==> config.mk <==
export PLATFORM = sky130hd
export DESIGN_NAME = vec_call_seq
export DESIGN_NICKNAME = d
export VERILOG_FILES = /design/src/rtl/vec_call_pkg.sv /design/src/rtl/vec_call_ctrl.sv /design/src/rtl/vec_call_dp.sv /design/src/rtl/vec_call_seq.sv
export SDC_FILE = /design/constraint.sdc
export NUM_CORES = 1
export LEC_CHECK = 0
export ABC_AREA = 1
export BUFFER_PORTS_ARGS = -buffer_cell sky130_fd_sc_hd__buf_2
export CAP_MARGIN = 10
export CORE_AREA = 2 2 39 41
export CTS_BUF_LIST = sky130_fd_sc_hd__clkbuf_8
export DETAILED_ROUTE_END_ITERATION = 10
export DIE_AREA = 0 0 41 43
export PLACE_DENSITY = 0.78
export SLEW_MARGIN = 25
export SYNTH_ARGS = -nofsm -noshare
export SYNTH_HDL_FRONTEND = slang
export SYNTH_HIERARCHICAL = 1
export SYNTH_SLANG_ARGS = --single-unit
==> constraint.sdc <==
create_clock -name clk -period 2.6 [get_ports clk]
set_input_delay 0.13 -clock clk [delete_from_list [all_inputs] [get_ports clk]]
set_output_delay 0.13 -clock clk [all_outputs]
set_load 0.01 [all_outputs]
==> src/rtl/vec_call_pkg.sv <==
package vec_call_pkg;
  localparam int LEVEL_W = 3;
  localparam int BYTE_W  = 8;
  localparam int IDX_W   = 2;
  localparam logic [BYTE_W-1:0] CALL_OP = 8'hCD;

  typedef enum logic [IDX_W-1:0] {
    BYTE_OP   = 2'd0,
    BYTE_LOW  = 2'd1,
    BYTE_HIGH = 2'd2
  } byteSel_e;

  typedef struct packed {
    logic     latchLevel;
    logic     drive;
    byteSel_e byteSel;
  } vecCtrl_t;
endpackage

==> src/rtl/vec_call_ctrl.sv <==
module vec_call_ctrl
  import vec_call_pkg::*;
(
  input  logic     clk,
  input  logic     rst_n,
  input  logic     ackIn,
  output vecCtrl_t ctrl,
  output logic     seqDone
);
  logic     ackPrev;
  byteSel_e idx;
  logic     ackRise;
  logic     ackFall;

  assign ackRise = ackIn && !ackPrev;
  assign ackFall = !ackIn && ackPrev;

  always_ff @(posedge clk) begin
    if (!rst_n) begin
      ackPrev <= 1'b0;
      idx     <= BYTE_OP;
      seqDone <= 1'b0;
    end else begin
      ackPrev <= ackIn;
      seqDone <= ackFall && (idx == BYTE_HIGH);
      if (ackFall) begin
        unique case (idx)
          BYTE_OP:  idx <= BYTE_LOW;
          BYTE_LOW: idx <= BYTE_HIGH;
          default:  idx <= BYTE_OP;
        endcase
      end
    end
  end

  always_comb begin
    ctrl.latchLevel = ackRise && (idx == BYTE_OP);
    ctrl.drive      = ackIn;
    ctrl.byteSel    = idx;
  end
endmodule

==> src/rtl/vec_call_dp.sv <==
module vec_call_dp
  import vec_call_pkg::*;
(
  input  logic               clk,
  input  logic               rst_n,
  input  vecCtrl_t           ctrl,
  input  logic [LEVEL_W-1:0] irLevel,
  input  logic               gap4,
  input  logic [BYTE_W-1:0]  addrLowCfg,
  input  logic [BYTE_W-1:0]  addrHighCfg,
  output logic [BYTE_W-1:0]  dataOut
);
  localparam int FIX4_W = BYTE_W - LEVEL_W - 2;
  localparam int FIX8_W = BYTE_W - LEVEL_W - 3;

  logic [LEVEL_W-1:0] levelHeld;
  logic [BYTE_W-1:0]  lowByte;
  logic [BYTE_W-1:0]  selByte;

  always_ff @(posedge clk) begin
    if (!rst_n) levelHeld <= '0;
    else if (ctrl.latchLevel) levelHeld <= irLevel;
  end

  always_comb begin
    if (gap4)
      lowByte = {addrLowCfg[BYTE_W-1 -: FIX4_W], levelHeld, 2'b00};
    else
      lowByte = {addrLowCfg[BYTE_W-1 -: FIX8_W], levelHeld, 3'b000};
  end

  always_comb begin
    unique case (ctrl.byteSel)
      BYTE_OP:   selByte = CALL_OP;
      BYTE_LOW:  selByte = lowByte;
      BYTE_HIGH: selByte = addrHighCfg;
      default:   selByte = '0;
    endcase
    dataOut = ctrl.drive ? selByte : '0;
  end
endmodule

==> src/rtl/vec_call_seq.sv <==
module vec_call_seq
  import vec_call_pkg::*;
(
  input  logic       clk,
  input  logic       rst_n,
  input  logic [2:0] irLevel,
  input  logic       gap4,
  input  logic [7:0] addrLowCfg,
  input  logic [7:0] addrHighCfg,
  input  logic       ackIn,
  output logic [7:0] dataOut,
  output logic       driveEn,
  output logic       seqDone
);
  vecCtrl_t ctrl;

  vec_call_ctrl ctrl_i (
    .clk     (clk),
    .rst_n   (rst_n),
    .ackIn   (ackIn),
    .ctrl    (ctrl),
    .seqDone (seqDone)
  );

  vec_call_dp dp_i (
    .clk         (clk),
    .rst_n       (rst_n),
    .ctrl        (ctrl),
    .irLevel     (irLevel),
    .gap4        (gap4),
    .addrLowCfg  (addrLowCfg),
    .addrHighCfg (addrHighCfg),
    .dataOut     (dataOut)
  );

  assign driveEn = ctrl.drive;
endmodule

# [Yosys cells after proc, flatten, opt, wreduce, memory -nomap -nowiden]
# Index checks and enable logic that the tools add are counted.
# W data, S select, Z words.
[totals] register_bits=7 latchBits=0 ramBits=0 romBits=0 in_bits=23 output_inout_bits=10 wordCells=17 mem_count=0
[classes] n_addsub=0 mul=0 n_div=0 n_lt_le_gt_ge=0 eq_ne=2 shift=0 muxes=4 n_bitwise=0 reduce_logical=7
[ops] cell="$pmux W8 S3" count=1
[ops] cell="$mux W8" count=1
[ops] cell="$mux W6" count=1
[ops] cell="$logic_and A1 B1 Y1" count=4
[ops] cell="$pmux W2 S2" count=1
[ops] cell="$eq A2 B1 Y1 const B" count=1
[ops] cell="$eq A2 B2 Y1 const B" count=1
[ops] cell="$logic_not A1 Y1" count=2
[ops] cell="$logic_not A2 Y1" count=1

# [Logic depth before layout (Yosys ltp)]
[logic_depth] word_depth=3 depth_mapped=6 depth_no_buf=6

# [Modules after synthesis]
# Netlist, hierarchy kept.
[modules_own_cells] mod="vec_call_dp" instances=1 cells_each=57 area_per_inst_um2=284.0 seq_area_each_um2=60.1
[modules_own_cells] mod="vec_call_ctrl" instances=1 cells_each=25 area_per_inst_um2=166.4 seq_area_each_um2=80.1

# [Least setup slack after synthesis]
# No wires, ideal clock.
[synth_timing] path_kind="register -> register" startpoint="register ctrl_i.idx[0]" endpoint="register dp_i.levelHeld[1]" setup_ns=0.116 arrival_ns=0.853 t_required_ns=2.484 slack_ns=1.631 stages_incl_launch_ff=7 path_buffers=0 period_less_slack_ns=0.969 cell_sequence="dfxtp_1 > nor2_1 > nand2_1 > nor2_1 > inv_1 > nor2_1 > nor2_1"
[synth_rtl] item="start: declaration" line="vec_call_ctrl.sv:11" text="byteSel_e idx;"
[synth_rtl] item="start signal: assignment" line="vec_call_ctrl.sv:21" text="idx <= BYTE_OP;"
[synth_rtl] item="start signal: assignment" line="vec_call_ctrl.sv:28" text="BYTE_OP: idx <= BYTE_LOW;"
[synth_rtl] item="start signal: assignment" line="vec_call_ctrl.sv:29" text="BYTE_LOW: idx <= BYTE_HIGH;"
[synth_rtl] item="end signal: assignment" line="vec_call_dp.sv:22" text="else if (ctrl.latchLevel) levelHeld <= irLevel;"
[synth_rtl] item="end: declaration" line="vec_call_dp.sv:16" text="logic [LEVEL_W-1:0] levelHeld;"

# [Worst setup path in the final report]
[layout_timing] startpoint="register ctrl_i.idx[0]" endpoint="output dataOut[3]"
[layout_between] elab_chain_len=3 word_cells_on_any_way=5 classes_between="2 x eq/ne; 2 x mux; 1 x reduce/logical"
[layout_lines] item="$eq A2 B2 Y1 (tied with other cells)" line="vec_call_dp.sv:33" text="unique case (ctrl.byteSel)"
[layout_lines] item="$pmux W8 S3 (*)" line="vec_call_dp.sv:33"
[layout_lines] item="$mux W8 (*)" line="vec_call_dp.sv:39" text="dataOut = ctrl.drive ? selByte : '0;"
[layout_lines] item="end: declaration" line="vec_call_seq.sv:11" text="output logic [7:0] dataOut,"
# Every way passes the cells marked *; elsewhere a longest branch is shown, timed or not.

==> flow_metrics.tcl <==
set metrics [dict create \
    cts-htree-levels 1 \
    via_count 559 \
    syn_inst 82 \
    fillers 155 \
    synth_cell_types 12 \
    num_antenna_cells 0 \
    fin_area_um2 643 \
    yosysSeqAreaShare 0.311 \
    wl_um 1110 \
    core-area_um2 1380 \
    viasPerCell 4.37 \
    cts_sinks 7 \
    synth_seq_cells 7 \
    cellPowerDensity_nw_per_um2 521 \
    grt_start_max_net_pins 11 \
    worstPathMaxFanout 7 \
    postCtsSetupRepairBufs 0 \
    path_class "flip-flop to output port" \
    die_h_um 43 \
    slew_violations 0 \
    drcViolationCount 0 \
    cts_tree "yes" \
    relSlewSlack 0.864 \
    synth_fa_ha_area_frac 0 \
    cts_root_buf "clkbuf_8" \
    rows 14 \
    worstPathRequired_ns 2.47 \
    final_antenna_net_count 0 \
    endpoint_kind "output port" \
    period_share 0.480 \
    ys_warn_count 6 \
    initial_utilization 0.325 \
    antenna_found_initial 0 \
    clk-insertion-delay-late_ns 0.22 \
    grt_pass1_vias 493 \
    io_buffer_count 27 \
    cts_hold_buffers 0 \
    cp_slowest_cell "dfxtp_1" \
    skew_ns 0.00352 \
    crit_chain "inv_2, nand2_2, inv_1, o21ai_0, nand2_1, buf_2" \
    synth-xor-area-share 0 \
    routedWlPerCell_um 8.66 \
    gr-usage-all-layers 0.151 \
    slowest_delay_ns 0.39 \
    synth-compound-area-share 0.122 \
    hp-class "primary input to flip-flop" \
    grt_pass1_wl_um 1850 \
    syn_to_final_growth_pct 42.8 \
    tightest_slew_ns 0.203 \
    status "complete, no violations" \
    first_pass_iters 4 \
    synthSimpleGateAreaFrac 0.433 \
    grt_overflow 0 \
    nets 136 \
    startpoint_type "flip-flop" \
    maxCapViolCount 0 \
    cts_resized 0 \
    synth_top_family_by_area "simple AND/OR/NAND/NOR gates" \
    rsz0062_at_grt "no" \
    total_leakage_power_nw 0.386 \
    dieWidth_um 41 \
    drt_iter0_drc 11 \
    fmax_ghz 0.801 \
    gp_congestion 0.709 \
    die-area_um2 1760 \
    ioPinCount 33 \
    post-dp-hpwl_um 869 \
    clockBufferDepth 2 \
    synth_nets 105 \
    setup_viol 0 \
    period_minus_slack_ns 1.25 \
    dpl-instance-area_um2 598 \
    netlist_area_um2 450 \
    critPathArrivalTime_ns 1.12 \
    setup_tns_ns 0 \
    hold_viol 0 \
    peakVddDrop_v 0.000461 \
    syn_avg_cell_area_um2 5.49 \
    p_total_uw 335 \
    cts_inserted_buffers 3 \
    drive_gt1_frac 0.313 \
    synthMuxAreaShare 0 \
    path_clk_slew_ns 0.04 \
]
-- layer usage --
metal / GRT usage / vias to the layer above / part of all wire
met2: 0.231 / 17 / 0.47
met1: 0.189 / 232 / 0.45
li1: - / 308 / -
met5: 0 / - / 0
met4: 0.0800 / 0 / 0.0072
met3: 0.0314 / 2 / 0.065
-- final cells by class --
cell class | instances | area [um2] | area share
inverters | 14 | 52.6 | 0.0817
repair buffers | 27 | 135 | 0.210
multi-input cells | 60 | 250 | 0.389
clock buffers | 3 | 41.3 | 0.0642
well taps | 16 | 20.0 | 0.0311
clock inverters | 1 | 3.75 | 0.00584
flip-flops and latches | 7 | 140 | 0.218
-- stage by stage --
step           cells  hold slack, ns   util  setup WS, ns
2_1_floorplan     82           0.223      -          1.63
3_3_place_gp     124           0.353  0.432          1.53
3_5_place_dp     124           0.363  0.432          1.54
4_1_cts          128           0.137  0.465          1.33
5_1_grt          128           0.157  0.465          1.20
6_report         128           0.137  0.465          1.35
-- layout by cell type, fill, tap and decap left out --
cell type,netlist,layout
nand2_1,22,22
nand3_1,2,2
inv_2,2,2
buf_2,0,27
inv_1,12,13
a21oi_1,5,5
o21ai_0,6,6
nor2_1,21,21
dfxtp_1,7,7
nand2_2,2,2
nor3_1,1,1
nor2_2,1,1
clkbuf_8,0,3
-- cells in the mapped netlist --
cell type  number  area, um2
nand2_1        22       82.6
nand2_2         2       12.5
nor2_1         21       78.8
inv_2           2       7.51
nor3_1          1       5.00
a21oi_1         5       25.0
dfxtp_1         7        140
o21ai_0         6       30.0
buf_4           1       7.51
nand3_1         2       10.0
nor2_2          1       6.26
inv_1          12       45.0
-- sequential cells by signal (all words and copies together), names as in the netlist --
register / count
ctrl_i/ackPrev: 1
ctrl_i/idx: 2
ctrl_i/seqDone: 1
dp_i/levelHeld: 3
-- report_power, final --
group	internal, mW	total, mW	leakage [nW]	switching, mW
combinational	0.0288	0.0674	0.302	0.0386
clock	0.102	0.147	0.0269	0.0448
sequential	0.115	0.121	0.0576	0.00608
total	0.245	0.335	0.386	0.0895
-- path summary, 6_finish.rpt --
check	startpoint	end	slack, ns	depth (start not counted)
setup / recovery	ctrl_i/idx[0]$_SDFFE_PN0P_	dataOut[3]	1.35	6
hold reg to reg	ctrl_i/idx[0]$_SDFFE_PN0P_	ctrl_i/seqDone$_SDFF_PN0_	0.51	1
hold / removal	irLevel[1]	dp_i/levelHeld[1]$_SDFFE_PN0P_	0.14	3
setup reg to reg	ctrl_i/idx[1]$_SDFFE_PN0P_	dp_i/levelHeld[0]$_SDFFE_PN0P_	1.48	6
-- worst max-delay path: cells and delay by family, from the launching register on --
family / cells / cell delay (ns)
AO/OA/AOI/OAI: 1 / 0.06
buffers and inverters: 3 / 0.26
AND/OR/NAND/NOR: 2 / 0.16
flip-flops: 1 / 0.39
-- logic make-up after synthesis --
group | Yosys count
flip-flops | 7
AO/OA/AOI/OAI | 11
AND/OR/NAND/NOR | 49
buffers and inverters | 15
Note: power is estimated with default switching activity, not from simulation.
